### config.mk
export PLATFORM = sky130hd
export DESIGN_NAME = bus_lock_ctrl
export DESIGN_NICKNAME = d
export VERILOG_FILES = /design/src/rtl/bus_lock_pkg.sv /design/src/rtl/bus_lock_track.sv /design/src/rtl/bus_lock_fsm.sv /design/src/rtl/bus_lock_ctrl.sv
export SDC_FILE = /design/constraint.sdc
export NUM_CORES = 1
export LEC_CHECK = 0
export BUFFER_PORTS_ARGS = -buffer_cell sky130_fd_sc_hd__buf_2
export CAP_MARGIN = 20
export CORE_AREA = 2 2 39 41
export DETAILED_ROUTE_END_ITERATION = 12
export DIE_AREA = 0 0 41 43
export GPL_ROUTABILITY_DRIVEN = 0
export GPL_TIMING_DRIVEN = 0
export PLACE_DENSITY_LB_ADDON = 0.1
export SLEW_MARGIN = 20
export SYNTH_ARGS = -nofsm -noshare
export SYNTH_HDL_FRONTEND = slang
export SYNTH_HIERARCHICAL = 1
export SYNTH_SLANG_ARGS = --single-unit
### constraint.sdc
create_clock -name clk -period 2.3 [get_ports clk]
set_input_delay 0.23 -clock clk [delete_from_list [all_inputs] [get_ports clk]]
set_output_delay 0.23 -clock clk [all_outputs]
set_load 0.02 [all_outputs]
### src/rtl/bus_lock_pkg.sv
package bus_lock_pkg;

  typedef enum logic [1:0] {
    KIND_PLAIN = 2'd0,
    KIND_XCHG  = 2'd1,
    KIND_DESC  = 2'd2,
    KIND_INTA  = 2'd3
  } cycKind_e;

  typedef enum logic [1:0] {
    LK_FREE   = 2'd0,
    LK_HELD   = 2'd1,
    LK_EXTEND = 2'd2
  } lockState_e;

  typedef struct packed {
    logic push;
    logic pop;
    logic pushLocked;
    logic pushLast;
  } trackStrobe_t;

endpackage

### src/rtl/bus_lock_track.sv
module bus_lock_track
  import bus_lock_pkg::*;
#(
  parameter int DEPTH = 2,
  localparam int CW = $clog2(DEPTH + 1)
) (
  input  logic          clk,
  input  logic          rstN,
  input  trackStrobe_t  strobe,
  output logic [CW-1:0] count,
  output logic          headLast,
  output logic          restLocked
);

  logic [DEPTH-1:0] lockedQ;
  logic [DEPTH-1:0] lastQ;
  logic [DEPTH-1:0] lockedNext;
  logic [DEPTH-1:0] lastNext;
  logic [CW-1:0]    wrIdx;
  logic [DEPTH-1:0] restHit;

  assign wrIdx = count - CW'(strobe.pop);

  for (genvar i = 0; i < DEPTH; i++) begin : g_slot
    logic shiftLk;
    logic shiftLs;
    if (i == DEPTH - 1) begin : g_top
      assign shiftLk = 1'b0;
      assign shiftLs = 1'b0;
    end else begin : g_mid
      assign shiftLk = lockedQ[i+1];
      assign shiftLs = lastQ[i+1];
    end

    always_comb begin
      lockedNext[i] = strobe.pop ? shiftLk : lockedQ[i];
      lastNext[i]   = strobe.pop ? shiftLs : lastQ[i];
      if (strobe.push && (wrIdx == CW'(i))) begin
        lockedNext[i] = strobe.pushLocked;
        lastNext[i]   = strobe.pushLast;
      end
    end

    always_ff @(posedge clk or negedge rstN) begin
      if (!rstN) begin
        lockedQ[i] <= 1'b0;
        lastQ[i]   <= 1'b0;
      end else begin
        lockedQ[i] <= lockedNext[i];
        lastQ[i]   <= lastNext[i];
      end
    end

    if (i == 0) begin : g_head
      assign restHit[i] = 1'b0;
    end else begin : g_rest
      assign restHit[i] = lockedQ[i] && (CW'(i) < count);
    end
  end

  always_ff @(posedge clk or negedge rstN) begin
    if (!rstN) begin
      count <= '0;
    end else begin
      count <= count + CW'(strobe.push) - CW'(strobe.pop);
    end
  end

  assign headLast   = lastQ[0];
  assign restLocked = |restHit;

  // the tracker never holds more cycles than it has slots
  a_r8_no_overflow: assert property (@(posedge clk) disable iff (!rstN)
    count <= CW'(DEPTH));

  // a cycle is retired only when one is outstanding
  a_r8_pop_needs_entry: assert property (@(posedge clk) disable iff (!rstN)
    strobe.pop |-> (count != '0));

  // a push into a full tracker must coincide with a retirement
  a_r8_push_has_room: assert property (@(posedge clk) disable iff (!rstN)
    strobe.push |-> ((count < CW'(DEPTH)) || strobe.pop));

endmodule

### src/rtl/bus_lock_fsm.sv
module bus_lock_fsm
  import bus_lock_pkg::*;
#(
  parameter int DEPTH = 2,
  localparam int CW = $clog2(DEPTH + 1)
) (
  input  logic          clk,
  input  logic          rstN,
  input  logic          pipeEn,
  input  logic          cycStart,
  input  logic          cycLocked,
  input  logic          cycLastLocked,
  input  logic [1:0]    cycKind,
  input  logic          readyN,
  input  logic          holdReq,
  input  logic [CW-1:0] count,
  input  logic          headLast,
  input  logic          restLocked,
  output trackStrobe_t  strobe,
  output logic          busy,
  output logic          lockN,
  output logic          holdAck
);

  lockState_e lockState;
  lockState_e lockNext;
  logic       holdNext;
  logic [CW-1:0] maxOut;
  logic       accept;
  logic       wantLock;
  logic       done;
  logic       remaining;

  assign maxOut   = pipeEn ? CW'(DEPTH) : CW'(1);
  assign busy     = holdAck || (count >= maxOut);
  assign accept   = cycStart && !busy;
  assign wantLock = cycLocked || (cycKindE != KIND_PLAIN);
  assign done     = (count != '0) && !readyN;
  assign remaining = (count > CW'(1));

  cycKind_e cycKindE;
  assign cycKindE = cycKind_e'(cycKind);

  always_comb begin
    strobe.push       = accept;
    strobe.pop        = done;
    strobe.pushLocked = wantLock;
    strobe.pushLast   = wantLock && cycLastLocked;
  end

  always_comb begin
    lockNext = lockState;
    if (accept && wantLock) begin
      lockNext = LK_HELD;
    end else begin
      unique case (lockState)
        LK_HELD: begin
          if (done && headLast) begin
            if (restLocked)     lockNext = LK_HELD;
            else if (remaining) lockNext = LK_EXTEND;
            else                lockNext = LK_FREE;
          end
        end
        LK_EXTEND: if (done) lockNext = LK_FREE;
        default:   lockNext = LK_FREE;
      endcase
    end
  end

  always_comb begin
    if (holdAck) begin
      holdNext = holdReq;
    end else begin
      holdNext = holdReq && (lockState == LK_FREE) && (count == '0) && !accept;
    end
  end

  always_ff @(posedge clk or negedge rstN) begin
    if (!rstN) begin
      lockState <= LK_FREE;
      holdAck   <= 1'b0;
    end else begin
      lockState <= lockNext;
      holdAck   <= holdNext;
    end
  end

  assign lockN = (lockState == LK_FREE);

  // a locked start pulls the lock low from the edge it is accepted on
  a_r1_lock_on_start: assert property (@(posedge clk) disable iff (!rstN)
    (strobe.push && strobe.pushLocked) |=> !lockN);

  // the lock is only released on an edge that retires a cycle
  a_r3_release_on_ready: assert property (@(posedge clk) disable iff (!rstN)
    $rose(lockN) |-> $past(count != '0 && !readyN));

  // hold is never acknowledged while the lock is low
  a_r5_no_ack_locked: assert property (@(posedge clk) disable iff (!rstN)
    !lockN |-> !holdAck);

  // a grant only follows an idle, unlocked, requested bus
  a_r5_grant_idle: assert property (@(posedge clk) disable iff (!rstN)
    $rose(holdAck) |-> ($past(lockN) && $past(count) == '0 && $past(holdReq)));

  // nothing is pushed while the bus is handed over
  a_r6_no_start_on_ack: assert property (@(posedge clk) disable iff (!rstN)
    holdAck |-> (busy && !strobe.push));

  // a dropped request ends the grant on the next edge
  a_r7_ack_drop: assert property (@(posedge clk) disable iff (!rstN)
    (holdAck && !holdReq) |=> !holdAck);

endmodule

### src/rtl/bus_lock_ctrl.sv
module bus_lock_ctrl
  import bus_lock_pkg::*;
#(
  parameter int PIPE_DEPTH = 2
) (
  input  logic       clk,
  input  logic       rstN,
  input  logic       pipeEn,
  input  logic       cycStart,
  input  logic       cycLocked,
  input  logic       cycLastLocked,
  input  logic [1:0] cycKind,
  input  logic       readyN,
  input  logic       holdReq,
  output logic       busy,
  output logic       lockN,
  output logic       holdAck
);

  localparam int CW = $clog2(PIPE_DEPTH + 1);

  trackStrobe_t  strobe;
  logic [CW-1:0] count;
  logic          headLast;
  logic          restLocked;

  bus_lock_fsm #(.DEPTH(PIPE_DEPTH)) u_fsm (
    .clk           (clk),
    .rstN          (rstN),
    .pipeEn        (pipeEn),
    .cycStart      (cycStart),
    .cycLocked     (cycLocked),
    .cycLastLocked (cycLastLocked),
    .cycKind       (cycKind),
    .readyN        (readyN),
    .holdReq       (holdReq),
    .count         (count),
    .headLast      (headLast),
    .restLocked    (restLocked),
    .strobe        (strobe),
    .busy          (busy),
    .lockN         (lockN),
    .holdAck       (holdAck)
  );

  bus_lock_track #(.DEPTH(PIPE_DEPTH)) u_track (
    .clk        (clk),
    .rstN       (rstN),
    .strobe     (strobe),
    .count      (count),
    .headLast   (headLast),
    .restLocked (restLocked)
  );

endmodule

---- After elaboration in Yosys (flattened, before gate mapping) ----
Index checks and enable logic that the tools add are counted.
operators by class
  $add $sub $neg .......................... 3
  equal/unequal tests ..................... 5
  reductions and logical operators ........ 24
  multiplexer cells ....................... 13
  order comparisons ....................... 3
operators by type and width
  operator                                                        number
  two-way mux 2 bit                                               6
  logical AND 1 bit                                               11
  nonzero test 2 bit                                              4
  zero test 2 bit                                                 3
  two-way mux 1 bit                                               6
  != test 3 x 1 -> 1 bit (second input constant)                  2
  equality test 2 x 1 -> 1 bit (second input constant)            2
  one-hot mux 2 bit (2 select lines)                              1
  subtractor 2 x 1 -> 2 bit                                       2
  zero test 1 bit                                                 3
  adder 2 x 1 -> 2 bit                                            1
  equality test 2 bit (second input constant)                     1
  >= comparator 2 bit                                             1
  greater-than comparator 2 x 1 -> 1 bit (second input constant)  1
  logical OR 1 bit                                                2
  < comparator 1 x 2 -> 1 bit (first input constant)              1
  AND reduction 2 bit                                             1
word-level totals
  input port bits ......................... 10
  output and inout bits ................... 3
  word-level logic and storage cells ...... 54
  register bits ........................... 8

---- Longest topological paths before layout ----
  depth in word-level cells ............... 8
  depth in mapped cells ................... 7

---- By module ----
The synthesis kept the hierarchy.
by module, submodules not included
  module          sequential area each (um^2)  times used  cells each  area each (um^2)
  bus_lock_fsm    75.1                         1           30          282.8
  bus_lock_track  125.1                        1           20          261.5

---- Worst setup path after synthesis ----
Ideal clock, no wire load.
  path kind ............................... register -> register
  from .................................... register u_track.count[0]
  to ...................................... register u_track.lockedQ[1], in the netlist u_track/g_slot[0].shiftLk
  library setup time ...................... 0.127 ns
  clock period less this slack ............ 1.881 ns
  setup slack ............................. 0.419 ns
  required time ........................... 2.173 ns
  arrival ................................. 1.753 ns
  cell stages (with the launch flop) ...... 8
  buffers on the path ..................... 1
  path through ............................ dfrtp_1 -> inv_1 -> ha_1 -> nand2b_4 -> a2111oi_4 -> buf_4 -> nand3_2 -> mux2_1
between the ends
  longest elaborated chain between the ends .. 6
ends and longest elaborated chain
  what                                                            line                  RTL
  from (decl)                                                     bus_lock_track.sv:10  output logic [CW-1:0] count,
  from (signal assigned)                                          bus_lock_track.sv:65  count <= count + CW'(strobe.push) - CW'(strobe.pop);
  >= comparator 2 bit *                                           bus_lock_fsm.sv:35    assign busy = holdAck || (count >= maxOut);
  logical OR 1 bit *                                              bus_lock_fsm.sv:35
  zero test 1 bit *                                               bus_lock_fsm.sv:36    assign accept = cycStart && !busy;
  logical AND 1 bit *                                             bus_lock_fsm.sv:36
  named net u_fsm.accept                                          bus_lock_fsm.sv:29    logic accept;
  logical AND 1 bit *                                             bus_lock_track.sv:38  if (strobe.push && (wrIdx == CW'(i))) begin
  two-way mux 1 bit / nonzero test 2 bit (equally long branches)  --
  to (signal, indexed assignment)                                 bus_lock_track.sv:49  lockedQ[i] <= lockedNext[i];
  to (decl)                                                       bus_lock_track.sv:15  logic [DEPTH-1:0] lockedQ;
Mark *: on every way through the listed nets, which the timed path passes. The rest lies on a longest branch.
A chain may end at the register's enable or synchronous reset.

---- Final worst setup path ----
  from .................................... register u_track.count[0]
  to ...................................... register u_track.lastQ[1], in the netlist u_track/g_slot[0].shiftLs
between the ends
  longest elaborated chain between the ends .. 6
ends and longest elaborated chain
  what                                                            line                  RTL
  >= comparator 2 bit *                                           bus_lock_fsm.sv:35
  logical OR 1 bit *                                              bus_lock_fsm.sv:35
  zero test 1 bit *                                               bus_lock_fsm.sv:36
  logical AND 1 bit *                                             bus_lock_fsm.sv:36
  named net u_fsm.accept                                          bus_lock_fsm.sv:29
  logical AND 1 bit *                                             bus_lock_track.sv:38
  two-way mux 1 bit / nonzero test 2 bit (equally long branches)  --
  to (signal, indexed assignment)                                 bus_lock_track.sv:50  lastQ[i] <= lastNext[i];
  to (decl)                                                       bus_lock_track.sv:16  logic [DEPTH-1:0] lastQ;
Marked as above.

==> impl_metrics.json <==
{
  "outcome": "finished, final reports clean",
  "die_x_um": 41,
  "grt_pass1_vias": 358,
  "ys_top_cells_by_area": "dfrtp_1 (37%), ha_1 (9.2%), a2111oi_4 (5.1%)",
  "grt_pass1_wl_um": 1460,
  "ys_types": 29,
  "critPathLaunch": "u_track/count[0]",
  "clock_latency_ps": 250,
  "h-tree-depth": 1,
  "finalSetupTns_ps": 0,
  "end_kind": "flip-flop",
  "syn-num-nets": 64,
  "p_leak_nw": 0.346,
  "clkSinkCount": 8,
  "maxCapViolations": 0,
  "rows": 14,
  "synth-compound-area-share_pct": 14.9,
  "yosysTopAreaCell": "dfrtp_1",
  "io_pins": 13,
  "antenna_cells": 0,
  "clock-skew-final_ps": 5.85,
  "finalCritPeriodShare_pct": 89.7,
  "die_h_um": 43,
  "period_minus_slack_ps": 2060,
  "required_ps": 2430,
  "drive_gt1_share_pct": 34.8,
  "cts_root_buf": "clkbuf_4",
  "vias": 398,
  "yosysWarningCount": 6,
  "synth_top_area_share_pct": 36.8,
  "seq_area_frac_synth_pct": 36.8,
  "r2r_end": "u_track/g_slot[0].shiftLs",
  "postLayoutCoreUtil_pct": 47.5,
  "path_clk_slew_ps": 60,
  "layout_setup_ws_ps": 237,
  "track_usage_pct": 12.7,
  "grt_overflow": 0,
  "holdPathStages": 3,
  "synth-simple-area-share_pct": 20.2,
  "fin_nets": 82,
  "firstDrtPassIters": 4,
  "post_drt_wl_per_cell_um": 11.0,
  "fill_cells": 141,
  "synth_top_family_by_area": "simple AND/OR/NAND/NOR gates",
  "antenna_found_initial": 0,
  "numCtsBuffers": 3,
  "muxShareOfSynthArea_pct": 5.98,
  "finalMaxSlewViolations": 0,
  "antenna_left": 0,
  "powerDensity_mw_per_mm2": 1130,
  "drt_first_iter_violations": 7,
  "critical_path_arrival_ps": 2190,
  "design.die.area_mm2": 0.00176,
  "rsz0062_at_grt": "false",
  "start_util_pct": 39.3,
  "drc": 0,
  "synth-xor-area-share_pct": 4.60,
  "reg2reg_from": "u_track/count[0]",
  "viasPerCell": 4.85,
  "finalHoldViolCount": 0,
  "maxSlewHeadroom_pct": 75.6,
  "core_region_area_mm2": 0.00138,
  "ir_drop_mv": 0.516,
  "path_max_fanout": 4,
  "cts_tree": "done",
  "grt_start_max_net_pins": 9,
  "syn_area_per_cell_um2": 10.9,
  "syn-cell-area_um2": 544,
  "synth-seq-cells": 8,
  "timing.fmax_mhz": 485,
  "setup_viol": 0,
  "endpoint": "u_track/g_slot[0].shiftLs",
  "syn2layout_area_growth_pct": 20.7,
  "synthCells": 50,
  "portBuffers": 12,
  "wl_um": 904,
  "dp_hpwl_um": 681,
  "r2r_setup_slack_ps": 240,
  "path_class": "reg -> reg",
  "post-place-ws_ps": 246,
  "placed_area_um2": 624,
  "rr_worst_depth": 7,
  "multi_input_area_um2": 299,
  "critPathLaunchType": "flip-flop",
  "synth_fa_ha_area_share_pct": 9.20,
  "regArea_um2": 200,
  "worst_pin_slew_ps": 367,
  "final_design_area_no_fill_um2": 657,
  "min_path_type": "in -> reg",
  "clock_path_buffers": 2
}
cell usage after synthesis (all sizes together):
cell type	count
inv	6
xnor2	2
a211o	1
dfrtp	8
nand3	2
a31oi	1
and2	2
o2bb2ai	1
nor4bb	1
ha	4
nor2	2
nand2	1
o21bai	1
nor2b	2
nand2b	3
buf	3
or3	1
a22oi	1
mux2	2
nand3b	1
mux2i	1
a2111oi	1
nor3b	1
o21ai	1
a41o	1
cell usage in the layout (no fill, tap or decap), types with 2 or more instances in the layout:
cell type and n:
buf_2 12, buf_4 3, clkbuf_4 3, dfrtp_1 8, ha_1 4, inv_1 6
mux2_1 2, nand2b_1 2, nor2_1 2, nor2b_1 2
cell type report:
cell class              count  area share, %
well taps                  16           3.05
multi-input cells          33           45.5
repair buffers             13           10.7
clock buffers               3           3.43
plain buffers               3           3.43
inverters                   6           3.43
flip-flops and latches      8           30.5
power breakdown:
group | internal, W | total (W) | leakage (nW) | switching (W)
sequential | 0.000194 | 0.000244 | 0.102 | 0.0000503
combinational | 0.000196 | 0.000394 | 0.230 | 0.000198
clock | 0.0000596 | 0.000105 | 0.0138 | 0.0000456
total | 0.000449 | 0.000743 | 0.346 | 0.000294
critical path, cell delays in order, from the launching register on:
cell	delay (ps)
dfrtp_1	400
inv_1	60
ha_1	260
nand2b_4	150
a2111oi_4	440
buf_4	210
nand3_2	90
mux2_1	320
repair_timing:
| item | in CTS | in global routing |
|---|---|---|
| setup buffers | 0 | 0 |
| hold buffers | 1 | 0 |
| hold endpoints to repair | 8 | 0 |
| resized for setup | 0 | 0 |
cell families after synthesis:
group                    Yosys count
AO/OA/AOI/OAI                      8
multiplexers                       3
XOR/XNOR                           2
AND/OR/NAND/NOR                   16
flip-flops                         8
buffers and inverters              9
adder cells (fa/ha/maj)            4
worst min path at each step:
| stage | from | end |
|---|---|---|
| after floorplan | rstN | u_fsm/holdAck |
| after global placement | rstN | u_fsm/holdAck |
| after detailed placement | rstN | u_fsm/holdAck |
| after CTS | holdReq | u_fsm/holdAck |
| after global routing | holdReq | u_fsm/holdAck |
| final | holdReq | u_fsm/holdAck |
sequential cells by signal, summed over array words and instances (netlist names):
register	flops
u_fsm/lockState	2
u_track/g_slot.shiftLk	1
u_fsm/holdAck	1
u_track/count	2
u_track/headLast	1
u_track/g_slot.shiftLs	1
through the flow:
| stage | total power, W | hold WS [ps] | cells |
|---|---|---|---|
| 2_1_floorplan | 0.000556 | -65.6 | 50 |
| 3_3_place_gp | 0.000636 | 87.4 | 78 |
| 3_5_place_dp | 0.000636 | 83.9 | 78 |
| 4_1_cts | 0.000753 | 211 | 82 |
| 5_1_grt | 0.000815 | 214 | 82 |
| 6_report | 0.000743 | 227 | 82 |
metal layers:
| layer | GRT usage (%) | wire length (um) | vias up | part of all wire [%] |
|---|---|---|---|---|
| met2 | 16.9 | 378 | 15 | 42 |
| met5 | 0 | 0 | - | 0 |
| met3 | 3.14 | 73 | 0 | 8.1 |
| met1 | 16.7 | 453 | 178 | 50 |
| met4 | 10.0 | 0 | 0 | 0 |
| li1 | - | - | 205 | - |
Note: power is estimated with default switching activity, not from simulation.
